[config.mk]
export PLATFORM = sky130hd
export DESIGN_NAME = eeprom_page_writer
export DESIGN_NICKNAME = d
export VERILOG_FILES = /design/src/rtl/ew_pkg.sv /design/src/rtl/ew_span_counter.sv /design/src/rtl/ew_lockout.sv /design/src/rtl/eeprom_page_writer.sv
export SDC_FILE = /design/constraint.sdc
export NUM_CORES = 1
export LEC_CHECK = 0
export BUFFER_PORTS_ARGS = -buffer_cell sky130_fd_sc_hd__buf_2
export CAP_MARGIN = 20
export CORE_MARGIN = 3
export CORE_UTILIZATION = 55
export DETAILED_ROUTE_END_ITERATION = 7
export MAX_ROUTING_LAYER = met4
export PLACE_DENSITY_LB_ADDON = 0.08
export SLEW_MARGIN = 20
export SYNTH_ARGS = -nofsm -noshare
export SYNTH_HDL_FRONTEND = slang
export SYNTH_SLANG_ARGS = --single-unit
[constraint.sdc]
create_clock -name clk -period 2.5 [get_ports clk]
set_input_delay 0.125 -clock clk [delete_from_list [all_inputs] [get_ports clk]]
set_output_delay 0.125 -clock clk [all_outputs]
set_load 0.02 [all_outputs]
[src/rtl/ew_pkg.sv]
`timescale 1ns/1ps
package ew_pkg;

   typedef enum logic [1:0] {
      ST_IDLE  = 2'd0,
      ST_PULSE = 2'd1,
      ST_GAP   = 2'd2,
      ST_PROG  = 2'd3
   } ew_state_e;

   // whole cycles covering at least ns, never below one
   function automatic int cyc_ceil(input int ns, input int clk_ns);
      int c;
      c = (ns + clk_ns - 1) / clk_ns;
      return (c < 1) ? 1 : c;
   endfunction

   // whole cycles fitting inside ns
   function automatic int cyc_floor(input int ns, input int clk_ns);
      return ns / clk_ns;
   endfunction

   function automatic int max3(input int a, input int b, input int c);
      int m;
      m = (a > b) ? a : b;
      return (m > c) ? m : c;
   endfunction

endpackage

[src/rtl/ew_span_counter.sv]
`timescale 1ns/1ps
module ew_span_counter #(
   parameter int WIDTH = 8
) (
   input  logic             clk,
   input  logic             rst_n,
   input  logic             clear,
   output logic [WIDTH-1:0] count
);
   always_ff @(posedge clk) begin
      if (!rst_n)
         count <= '0;
      else if (clear)
         count <= '0;
      else if (count != '1)
         count <= count + 1'b1;
   end
endmodule

[src/rtl/ew_lockout.sv]
`timescale 1ns/1ps
module ew_lockout #(
   parameter int LOCK_CYC = 4
) (
   input  logic clk,
   input  logic rst_n,
   output logic done
);
   localparam int LW = $clog2(LOCK_CYC + 1);
   localparam logic [LW-1:0] LIMIT = LW'(LOCK_CYC);

   logic [LW-1:0] elapsed;

   generate
      if (LOCK_CYC < 1) begin : g_bad_lock
         $error("ew_lockout: LOCK_CYC must be at least 1");
      end
   endgenerate

   always_ff @(posedge clk) begin
      if (!rst_n)
         elapsed <= '0;
      else if (elapsed != LIMIT)
         elapsed <= elapsed + 1'b1;
   end

   assign done = (elapsed == LIMIT);
endmodule

[src/rtl/eeprom_page_writer.sv]
`timescale 1ns/1ps
module eeprom_page_writer
   import ew_pkg::*;
#(
   parameter int ADDR_W         = 15,
   parameter int DATA_W         = 8,
   parameter int CLK_NS         = 10,
   parameter int WE_PULSE_NS    = 100,
   parameter int DATA_SETUP_NS  = 50,
   parameter int ADDR_HOLD_NS   = 50,
   parameter int LOAD_GAP_NS    = 100,
   parameter int LOAD_WINDOW_NS = 100_000,
   parameter int PROGRAM_NS     = 5_000_000,
   parameter int POWERUP_NS     = 10_000_000
) (
   input  logic              clk,
   input  logic              rst_n,
   input  logic              req_valid,
   output logic              req_ready,
   input  logic [ADDR_W-1:0] req_addr,
   input  logic [DATA_W-1:0] req_data,
   input  logic              req_last,
   output logic              busy,
   output logic [ADDR_W-1:0] ee_addr,
   output logic [DATA_W-1:0] ee_data,
   output logic              ee_ce_n,
   output logic              ee_we_n,
   output logic              ee_oe_n
);
   // strobe must cover its own minimum, data setup and address hold
   localparam int WE_CYC   = cyc_ceil(max3(WE_PULSE_NS, DATA_SETUP_NS, ADDR_HOLD_NS), CLK_NS);
   localparam int GAP_CYC  = cyc_ceil(LOAD_GAP_NS, CLK_NS);
   localparam int WIN_CYC  = cyc_floor(LOAD_WINDOW_NS, CLK_NS);
   localparam int PROG_CYC = cyc_ceil(PROGRAM_NS, CLK_NS);
   localparam int LOCK_CYC = cyc_ceil(POWERUP_NS, CLK_NS);
   localparam int SPAN_MAX = max3(WE_CYC, WIN_CYC, PROG_CYC);
   localparam int CNT_W    = $clog2(SPAN_MAX + 1);

   localparam logic [CNT_W-1:0] WE_M1   = CNT_W'(WE_CYC - 1);
   localparam logic [CNT_W-1:0] GAP_M1  = CNT_W'(GAP_CYC - 1);
   localparam logic [CNT_W-1:0] WIN_M1  = CNT_W'(WIN_CYC - 1);
   localparam logic [CNT_W-1:0] PROG_M1 = CNT_W'(PROG_CYC - 1);

   generate
      if (CLK_NS < 1) begin : g_bad_clk
         $error("eeprom_page_writer: CLK_NS must be positive");
      end
      if (WIN_CYC <= GAP_CYC) begin : g_bad_window
         $error("eeprom_page_writer: load window must exceed the minimum gap");
      end
      if (ADDR_W < 1 || DATA_W < 1) begin : g_bad_width
         $error("eeprom_page_writer: bus widths must be positive");
      end
   endgenerate

   ew_state_e         state_q, state_d;
   logic [CNT_W-1:0]  span;
   logic              lock_done;
   logic              accept;
   logic              in_window;
   logic [ADDR_W-1:0] addr_q;
   logic [DATA_W-1:0] data_q;
   logic              last_q;

   ew_lockout #(.LOCK_CYC(LOCK_CYC)) i_lockout (
      .clk   (clk),
      .rst_n (rst_n),
      .done  (lock_done)
   );

   ew_span_counter #(.WIDTH(CNT_W)) i_span (
      .clk   (clk),
      .rst_n (rst_n),
      .clear (state_d != state_q),
      .count (span)
   );

   // next byte may start once the gap is met and before the window closes
   assign in_window = (state_q == ST_GAP) && !last_q && (span >= GAP_M1) && (span < WIN_M1);
   assign req_ready = ((state_q == ST_IDLE) && lock_done) || in_window;
   assign accept    = req_valid && req_ready;

   always_comb begin
      state_d = state_q;
      unique case (state_q)
         ST_IDLE:  if (accept) state_d = ST_PULSE;
         ST_PULSE: if (span == WE_M1) state_d = ST_GAP;
         ST_GAP: begin
            if (accept)                state_d = ST_PULSE;
            else if (span >= WIN_M1)   state_d = ST_PROG;
         end
         ST_PROG:  if (span == PROG_M1) state_d = ST_IDLE;
         default:  state_d = ST_IDLE;
      endcase
   end

   always_ff @(posedge clk) begin
      if (!rst_n) begin
         state_q <= ST_IDLE;
         addr_q  <= '0;
         data_q  <= '0;
         last_q  <= 1'b0;
      end else begin
         state_q <= state_d;
         if (accept) begin
            addr_q <= req_addr;
            data_q <= req_data;
            last_q <= req_last;
         end
      end
   end

   assign ee_addr = addr_q;
   assign ee_data = data_q;
   assign ee_we_n = (state_q != ST_PULSE);
   assign ee_ce_n = (state_q != ST_PULSE);
   assign ee_oe_n = 1'b1;
   assign busy    = (state_q != ST_IDLE);

   // no strobe and no acceptance before lockout ends
   p_lockout_r1: assert property (@(posedge clk) disable iff (!rst_n)
      !lock_done |-> (ee_we_n && !req_ready));

   // strobe rises only after the full pulse count
   p_pulse_len_r3: assert property (@(posedge clk) disable iff (!rst_n)
      $rose(ee_we_n) |-> ($past(span) == WE_M1));

   // address and data hold still under the strobe
   p_hold_r4: assert property (@(posedge clk) disable iff (!rst_n)
      (!ee_we_n && $past(!ee_we_n)) |-> ($stable(ee_addr) && $stable(ee_data)));

   // in-page strobe starts inside the load window
   p_gap_window_r5: assert property (@(posedge clk) disable iff (!rst_n)
      ($fell(ee_we_n) && ($past(state_q) == ST_GAP)) |->
         (($past(span) >= GAP_M1) && ($past(span) < WIN_M1)));

   // busy drops only after the full programming count
   p_prog_len_r6: assert property (@(posedge clk) disable iff (!rst_n)
      $fell(busy) |-> ($past(span) == PROG_M1));

   // no request taken while programming
   p_stall_r7: assert property (@(posedge clk) disable iff (!rst_n)
      (state_q == ST_PROG) |-> !req_ready);

   // an expired window closes the page with no further strobe
   p_close_r8: assert property (@(posedge clk) disable iff (!rst_n)
      ((state_q == ST_GAP) && (span >= WIN_M1)) |=> (busy && ee_we_n && !req_ready));
endmodule

# Word level (Yosys, flattened, before mapping)

Index checks and enable logic that the tools add are counted.

Register bits: 65
Latch bits: 0
Bits in writable memories: 0
Memory bits (read-only): 0
Input bits: 27
Output and inout bits: 28
Logic and storage cells: 38
Memories: 0

Add/sub/neg operators: 2
Multipliers: 0
Divide/modulo/power cells: 0
Magnitude comparators: 3
Equal/unequal tests: 10
Shift-type cells: 0
Multiplexer cells: 6
Bitwise gates (word level): 1
Reduce and logical (&&, ||, !) cells: 10

Operators by type and width:

| cell                                                                                   | number |
|---|---|
| 20-bit by 1-bit adder with 20-bit output (second input constant)                       | 1 |
| 20-bit == test (second input constant)                                                 | 1 |
| 20-bit inequality test (second input constant)                                         | 1 |
| 19-bit by 1-bit adder with 19-bit output (second input constant)                       | 1 |
| 19-bit == test (second input constant)                                                 | 1 |
| 19-bit by 4-bit == test with 1-bit output (second input constant)                      | 1 |
| 19-bit by 14-bit greater-or-equal comparator with 1-bit output (second input constant) | 1 |
| 19-bit by 4-bit greater-or-equal comparator with 1-bit output (second input constant)  | 1 |
| 19-bit by 14-bit less-than comparator with 1-bit output (second input constant)        | 1 |
| 19-bit inequality test (second input constant)                                         | 1 |
| 2-bit two-way mux                                                                      | 5 |
| 2-bit case mux with 4 select lines                                                     | 1 |
| 1-bit logical AND                                                                      | 5 |
| 2-bit == test (second input constant)                                                  | 2 |
| 2-bit by 1-bit == test with 1-bit output (second input constant)                       | 1 |
| 2-bit zero test                                                                        | 1 |
| 2-bit by 1-bit inequality test with 1-bit output (second input constant)               | 1 |
| 2-bit inequality test                                                                  | 1 |
| 2-bit nonzero test                                                                     | 1 |
| 2-bit OR reduction                                                                     | 1 |
| 1-bit zero test                                                                        | 1 |
| 1-bit logical OR                                                                       | 1 |
| 1-bit inverter                                                                         | 1 |

# Depth between registers and ports, before layout

Gate-level depths: netlist of run 1.

Depth in word-level cells: 10
Mapped depth: 9
Gate-level depth less buffers: 7

# Modules after synthesis

Synthesis of run 1 repeated with hierarchy kept, for this count alone.

Cell total of the unflattened synthesis: 387
Area total of the unflattened synthesis: 3300.7 um^2

Modules (own cells, without submodules):

| module             | times used | cells an instance | area each (um^2) | sequential area each (um^2) |
|---|---|---|---|---|
| eeprom_page_writer | 1          | 158               | 1351.3           | 520.5 |
| ew_lockout         | 1          | 117               | 989.7            | 400.4 |
| ew_span_counter    | 1          | 112               | 959.7            | 380.4 |

# Least setup slack after synthesis of run 1

OpenSTA, ideal clock, no wires.

Path type: reg2reg
Start point: register i_span.count[0]
End point: register state_q[0]
Library setup time: 0.122 ns
Arrival: 1.813 ns
Required time: 2.378 ns
Path slack: 0.565 ns
Cell stages (with the launch flop): 7
Buffers on the path: 0
Clock period less this slack: 1.935 ns
Cells stage by stage: dfxtp_1 ha_1 nand3_1 nor4_2 a31oi_1 or2_1 o311a_1

Word-level cells in the longest chain between the ends: 7
Elaborated cells on any way between the ends: 15
Classes of those cells: order compare (3); eq/ne (2); mux (6); reduce/logical (4)

RTL lines:

| element                                                       | line                                               | source |
|---|---|---|
| start: declaration                                            | ew_span_counter.sv:8                               | `output logic [WIDTH-1:0] count` |
| start signal: assignment                                      | ew_span_counter.sv:16                              | `count <= count + 1'b1;` |
| 19-bit by 4-bit greater-or-equal comparator with 1-bit output | eeprom_page_writer.sv:79                           | `assign in_window = (state_q == ST_GAP) && !last_q && (span >= GAP_M1) && (span < WIN_M1);` |
| 1-bit logical AND (2 in series)                               | eeprom_page_writer.sv:79                           |  |
| 1-bit logical OR                                              | eeprom_page_writer.sv:80                           | `assign req_ready = ((state_q == ST_IDLE) && lock_done) \|\| in_window;` |
| 1-bit logical AND                                             | eeprom_page_writer.sv:81                           | `assign accept = req_valid && req_ready;` |
| 2-bit two-way mux (on tied branches)                          | eeprom_page_writer.sv:89, eeprom_page_writer.sv:86 |  |
| 2-bit case mux with 4 select lines (*)                        | eeprom_page_writer.sv:85                           | `unique case (state_q)` |
| end signal: assignment                                        | eeprom_page_writer.sv:104                          | `state_q <= state_d;` |
| end: declaration                                              | eeprom_page_writer.sv:56                           | `ew_state_e state_q, state_d;` |

Mark *: on every way between the ends. The rest lies on a longest branch, timed or not.
A chain may end at the register's enable or synchronous reset.

# Worst setup path after layout of run 1

Start point: register i_span.count[0]
End point: register i_span.count[6]

Word-level cells in the longest chain between the ends: 9
Elaborated cells on any way between the ends: 19
Classes of those cells: add/sub (1); order compare (3); eq/ne (4); mux (6); reduce/logical (5)

RTL lines:

| element                                                       | line                                               | source |
|---|---|---|
| 19-bit by 4-bit greater-or-equal comparator with 1-bit output | eeprom_page_writer.sv:79                           |  |
| 1-bit logical AND (2 in series)                               | eeprom_page_writer.sv:79                           |  |
| 1-bit logical OR                                              | eeprom_page_writer.sv:80                           |  |
| 1-bit logical AND                                             | eeprom_page_writer.sv:81                           |  |
| 2-bit two-way mux (on tied branches)                          | eeprom_page_writer.sv:89, eeprom_page_writer.sv:86 |  |
| 2-bit case mux with 4 select lines                            | eeprom_page_writer.sv:85                           |  |
| 2-bit inequality test                                         | eeprom_page_writer.sv:74                           | `.clear (state_d != state_q),` |
| 2-bit OR reduction (no line)                                  | --                                                 |  |

Parallel ways exist; a longest one is shown, timed or not.

==> results of run 1 <==
repair_timing:
item                       CTS  global route
resized for setup            0             1
setup buffers                0             0
setup endpoints to repair    0             1
hold endpoints to repair     0             0
final timing paths:
| path | startpoint | to | slack [ps] | cells after the start |
|---|---|---|---|---|
| worst min-delay path | req_data[7] | ee_data[7] | 20 | 3 |
| worst min register to register | ee_addr[9] | ee_addr[9] | 450 | 2 |
| worst max-delay path | i_span.count[0] | i_span.count[6] | 290 | 7 |
| worst max register to register | i_span.count[0] | i_span.count[6] | 290 | 7 |
through the flow:
step	setup slack [ps]	hold slack [ps]	cell area, µm²	util	total power (W)
detailed placement	313.4	382.1	3637	0.6107	0.001169
global route	84.96	20.64	3836	0.6441	0.002112
global placement	412.0	372.0	3637	0.6107	0.001165
CTS	173.4	14.31	3834	0.6437	0.002062
finish	288.1	23.91	3836	0.6441	0.002038
floorplan	565.2	267.1	3411	-	0.001137
report_power, final:
part           internal [W]  switching [W]
combinational     0.0000394      0.0000488
sequential          0.00104      0.0000135
clock              0.000485       0.000409
total               0.00157       0.000471
cell families after synthesis:
group | after synthesis
compound gates | 60
other cells | 1
fa+ha+maj | 4
simple gates | 167
xor+xnor | 26
flops | 65
mux | 26
buf+inv | 32
registers in the layout (all words and copies together), names as in the netlist:
signal	cells
ee_data	8
ee_addr	15
last_q	1
state_q	2
i_lockout.elapsed	20
i_span.count	19
per-layer routing:
layer | vias up | GRT usage
li1 | 1432 | -
met1 | 1302 | 0.2648
met2 | 45 | 0.3281
met3 | 10 | 0.03925
met4 | 0 | 0.08777
met5 | - | -
final cells by class:
class / instances / area share
Tap cell: 75 / 0.02446
Inverter: 8 / 0.007828
Clock inverter: 5 / 0.01435
Clock buffer: 11 / 0.03686
Sequential cell: 65 / 0.3392
Timing Repair Buffer: 59 / 0.08089
Multi-Input combinational cell: 284 / 0.4964
placed cells by master, fill, tap and decap left out, types with 5 or more instances in the layout:
master and instances:
sky130_fd_sc_hd__buf_4 6, sky130_fd_sc_hd__nor2_1 8, sky130_fd_sc_hd__nand4_1 13, sky130_fd_sc_hd__and2_1 14, sky130_fd_sc_hd__buf_2 53, sky130_fd_sc_hd__o21ai_0 5
sky130_fd_sc_hd__clkbuf_8 10, sky130_fd_sc_hd__nand3_1 12, sky130_fd_sc_hd__nor3_1 10, sky130_fd_sc_hd__a211oi_1 8, sky130_fd_sc_hd__inv_1 8, sky130_fd_sc_hd__mux2i_1 26
sky130_fd_sc_hd__a21oi_1 21, sky130_fd_sc_hd__xnor2_1 23, sky130_fd_sc_hd__nand2_1 66, sky130_fd_sc_hd__dfxtp_1 65, sky130_fd_sc_hd__and3_1 6
cell usage after synthesis, types with 4 or more instances:
cell type / instances / area share
sky130_fd_sc_hd__a211oi_1: 8 / 0.018
sky130_fd_sc_hd__nor2_1: 9 / 0.0099
sky130_fd_sc_hd__buf_2: 5 / 0.0073
sky130_fd_sc_hd__nor3_1: 10 / 0.015
sky130_fd_sc_hd__nand4_1: 13 / 0.024
sky130_fd_sc_hd__or3_1: 4 / 0.0073
sky130_fd_sc_hd__nand2_1: 66 / 0.073
sky130_fd_sc_hd__o21ai_0: 5 / 0.0073
sky130_fd_sc_hd__buf_6: 5 / 0.017
sky130_fd_sc_hd__o21a_1: 4 / 0.0088
sky130_fd_sc_hd__xnor2_1: 23 / 0.059
sky130_fd_sc_hd__nand3_1: 12 / 0.018
sky130_fd_sc_hd__inv_1: 8 / 0.0088
sky130_fd_sc_hd__a21boi_0: 4 / 0.0088
sky130_fd_sc_hd__nor2b_1: 4 / 0.0073
sky130_fd_sc_hd__a21oi_1: 21 / 0.031
sky130_fd_sc_hd__dfxtp_1: 65 / 0.38
sky130_fd_sc_hd__ha_1: 4 / 0.015
sky130_fd_sc_hd__mux2i_1: 26 / 0.076
sky130_fd_sc_hd__and2_1: 14 / 0.026
sky130_fd_sc_hd__and3_1: 6 / 0.011
sky130_fd_sc_hd__clkbuf_1: 9 / 0.0099
worst max-delay path: cells and delay by family (launching register included):
kind                     cells  cell delay, ps
buffers and inverters        1             270
flip-flops                   1             490
AND/OR/NAND/NOR              2             420
AO/OA/AOI/OAI                3             600
adder cells (fa/ha/maj)      1             310
==> results.txt, run 1 <==
boundary pin count: 55
final hold violations: 0
simple-gate share of the synthesized area: 0.2663
met3 layer wire length in the routed design: 221 µm
Die Width: 84.75 µm
highest attainable clock frequency: 452.1 MHz
max-cap check violation count: 0
Cells after DPL: 491
adder-cell share of the synthesized area: 0.01467
primary flip-flop cell chosen by synthesis mapping: sky130_fd_sc_hd__dfxtp_1
iteration count of the initial detailed-routing pass: 4
sequential element share of the synthesized area: 0.3815
final-layout fill cell count: 527
final setup violating endpoints: 0
number of buffers added on ports: 53
Critical Path Sink Type: flip-flop
worst IR drop on VDD: 0.3438 mV
leakage power of the design: 1.424 nW
final non-filler cell total: 507
TritonCTS clock tree: built
GRT Overall Usage: 0.2094
post-synthesis cell area: 3411 µm²
Seq. cell area: 1301 µm²
worst-path cell with the longest stage delay: sky130_fd_sc_hd__dfxtp_1
largest family of logic cells by synthesized area: simple AND/OR/NAND/NOR gates
Final GP Congestion: 0.8513
share of post-route cells with drive strength above 1: 0.2130
Cells after Synth: 381
number of synthesized flops with an enable pin: 0
count of clock tree sinks: 65
synthesis-to-finish area growth: 12.47%
footprint of the multi-input gates: 1904 µm²
total number of vias: 2789
synth warn: 0
class of the worst hold path: input port to flip-flop
met1 routed wirelength after detailed routing: 3346 µm
count of state elements after synthesis: 65
Final HPWL DP: 4887 µm
number of buffers added to fix hold violations after cts: 0
final worst clock skew: 11.13 ps
maximum fanout along the worst path: 19
area fraction in compound gates after synthesis: 0.1324
count of unique library cells instantiated by Yosys: 62
number of max-slew violations in the final report: 0
total detailed-routing wirelength: 7032 µm
worst slew margin relative to its limit: 0.5832
first-pass GRT wire length: 12100 µm
detail-routed via count per cell: 5.501
share of the synthesized netlist area taken by xor and xnor gates: 0.06676
setup repair after global routing missed its margin: no
floorplan row count: 28
synthesized area per cell: 8.952 µm²
drt wl/cell: 13.87 µm
vias in the first global route: 2683
Iter 0 DRT Violations: 157
post-synthesis mux area share: 0.07630
remaining routing DRC violations: 0
routed wire length on met2: 3378 µm
post-layout min period: 2212 ps
number of buffers added by the clock tree synthesis step: 9
syn nets: 412
nets@finish: 458
pin count of the biggest net entering global routing: 72
number of buffers on the longest clock path: 2
H-tree levels: 3
remaining antenna violation count: 0
type of origin of the critical path: flip-flop
aggregate negative setup slack: 0 ps
ordered cell list for the critical path: ha_1 -> nand3_1 -> nor4_2 -> a31oi_1 -> o221ai_4 -> buf_4 -> a22oi_1
portion of the clock cycle consumed by the worst path in the final layout: 0.8848
clock root buffer master: sky130_fd_sc_hd__clkbuf_8
uppermost signal routing layer after detailed routing: met4
outcome: complete, no violations
total congestion overflow after global routing: 0
delay contributed by the slowest stage of the critical path: 490 ps
arrival time at the worst endpoint: 2420 ps
core area: 5956 µm²
critical path required time: 2710 ps
clock slew at the register clock pins of the worst setup and hold paths: 80 ps
antenna violations before repair: 0
share of synthesized registers carrying an async set or reset: 0
slew at the pin closest to its max-slew limit: 625.3 ps
power density normalized to cell area: 531.3 nW/µm²
total die area: 7183 µm²
clock latency on the worst-skew pair: 340 ps
starting density of the core: 0.5727
category of the critical setup timing path: flip-flop to flip-flop
Die Height: 84.75 µm
total inserted antenna cells: 0
No activity file was read; power rests on OpenSTA's default activity.
==> run 2, diff against run 1 <==
==> constraint.sdc (replaced) <==
create_clock -name clk -period 2.85 [get_ports clk]
set_input_delay 0.1425 -clock clk [delete_from_list [all_inputs] [get_ports clk]]
set_output_delay 0.1425 -clock clk [all_outputs]
set_load 0.02 [all_outputs]
==> results.txt, run 2 (synthesis gave the netlist of run 1 again) <==
final hold violations: 0
total congestion overflow after global routing: 0
type of origin of the critical path: flip-flop
post-layout min period: 2379 ps
drt wl/cell: 13.56 µm
antenna violations before repair: 0
Hold WS: 35.58 ps
floorplan row count: 28
category of the critical setup timing path: flip-flop to flip-flop
aggregate negative setup slack: 0 ps
final worst clock skew: 14.16 ps
outcome: complete, no violations
total inserted antenna cells: 0
number of buffers added to fix hold violations after cts: 0
number of flip-flops under the largest register name: 20
detail-routed via count per cell: 5.612
total detailed-routing wirelength: 6846 µm
H-tree levels: 3
TritonCTS clock tree: built
count of clock tree sinks: 65
pin count of the biggest net entering global routing: 43
total die area: 7183 µm²
remaining routing DRC violations: 0
endpoint of the worst register-to-register path: i_span.count[6]
worst slew margin relative to its limit: 0.5975
hold path startpoint: req_addr[10]
clock latency on the worst-skew pair: 350 ps
most common cell after layout, fill and taps aside: sky130_fd_sc_hd__nand2_1
slew at the pin closest to its max-slew limit: 603.7 ps
leakage power of the design: 1.441 nW
clock root buffer master: sky130_fd_sc_hd__clkbuf_8
total number of vias: 2834
Die Height: 84.75 µm
nets@finish: 456
Cells after DPL: 489
boundary pin count: 55
number of buffers added by the clock tree synthesis step: 9
Overall Power: 0.001980 W
first-pass GRT wire length: 11700 µm
share of post-route cells with drive strength above 1: 0.2093
final setup violating endpoints: 0
GRT Overall Usage: 0.2050
max-cap check violation count: 0
arrival time at the worst endpoint: 2580 ps
portion of the clock cycle consumed by the worst path in the final layout: 0.8348
core area: 5956 µm²
highest attainable clock frequency: 420.3 MHz
final non-filler cell total: 505
Critical Path Sink Type: flip-flop
Die Width: 84.75 µm
r2r startpoint: i_span.count[0]
slack of the worst reg-to-reg path: 470 ps
maximum fanout along the worst path: 19
setup repair after global routing missed its margin: no
footprint of the multi-input gates: 1902 µm²
clock slew at the register clock pins of the worst setup and hold paths: 80 ps
post-cts sizing count: 0
Seq. cell area: 1301 µm²
depth of the worst register-to-register path: 6
starting density of the core: 0.5727
worst hold path cell count: 3
top library cells by usage in the layout, fill and taps aside: sky130_fd_sc_hd__nand2_1, sky130_fd_sc_hd__dfxtp_1, sky130_fd_sc_hd__buf_2
Final GP Congestion: 0.8755
class of the worst hold path: input port to flip-flop
end point of the most critical hold path: ee_addr[10]
number of setup buffers added after CTS: 0
setup slack after placement: 489.9 ps
Final HPWL DP: 4806 µm
post-route setup slack: 470.8 ps
remaining antenna violation count: 0
synthesis-to-finish area growth: 13.61%
number of max-slew violations in the final report: 0
vias in the first global route: 2630
final-layout fill cell count: 541
worst IR drop on VDD: 0.3512 mV
largest reg by FF count: i_lockout.elapsed
power density normalized to cell area: 511.0 nW/µm²
Iter 0 DRT Violations: 134
iteration count of the initial detailed-routing pass: 4
number of buffers on the longest clock path: 2
number of buffers added on ports: 53
critical path required time: 3050 ps
==> run 2: power breakdown <==
group	internal, W	switching (W)	leakage [nW]
registers	0.000915	0.0000116	0.525
clock network	0.000608	0.000370	0.123
logic	0.0000337	0.0000425	0.794
==> run 2: area by class of cell <==
type,instances,area share
Clock buffer,10,0.03552
Tap cell,75,0.02422
Multi-Input combinational cell,284,0.4908
Inverter,8,0.007749
Timing Repair Buffer,57,0.07620
Sequential cell,65,0.3358
Clock inverter,6,0.02971
==> run 2: critical path, cell delays in order (launching register included) <==
cell	delay [ps]
sky130_fd_sc_hd__dfxtp_1	490
sky130_fd_sc_hd__ha_1	310
sky130_fd_sc_hd__nand3_1	200
sky130_fd_sc_hd__nor4_2	240
sky130_fd_sc_hd__a31oi_1	240
sky130_fd_sc_hd__o221ai_4	570
sky130_fd_sc_hd__a22oi_1	190
==> run 2: how the worst max path moves through the flow <==
stage                     slack (ps)            startpoint              end  cells past startpoint
final                            470       i_span.count[0]  i_span.count[6]                      6
after global routing             270       i_span.count[0]  i_span.count[1]                      6
after CTS                        500  i_lockout.elapsed[0]        req_ready                      8
after detailed placement         490       i_span.count[0]  i_span.count[6]                      6
after global placement           630       i_span.count[0]  i_span.count[6]                      6
after floorplan                  920       i_span.count[0]       state_q[0]                      6
==> run 2: per-layer routing <==
layer  vias to the layer above  track usage  share of wire
li1                       1438            -              -
met1                      1317       0.2471           0.46
met2                        66       0.3224           0.48
met3                        13      0.04416          0.042
met4                         0       0.1036          0.022
met5                         -            -              0
==> run 2: metrics by stage <==
step,util,instance area (µm²)
finish,0.6506,3875
global route,0.6506,3875
CTS,0.6506,3875
detailed placement,0.6082,3622
global placement,0.6082,3622
floorplan,-,3411
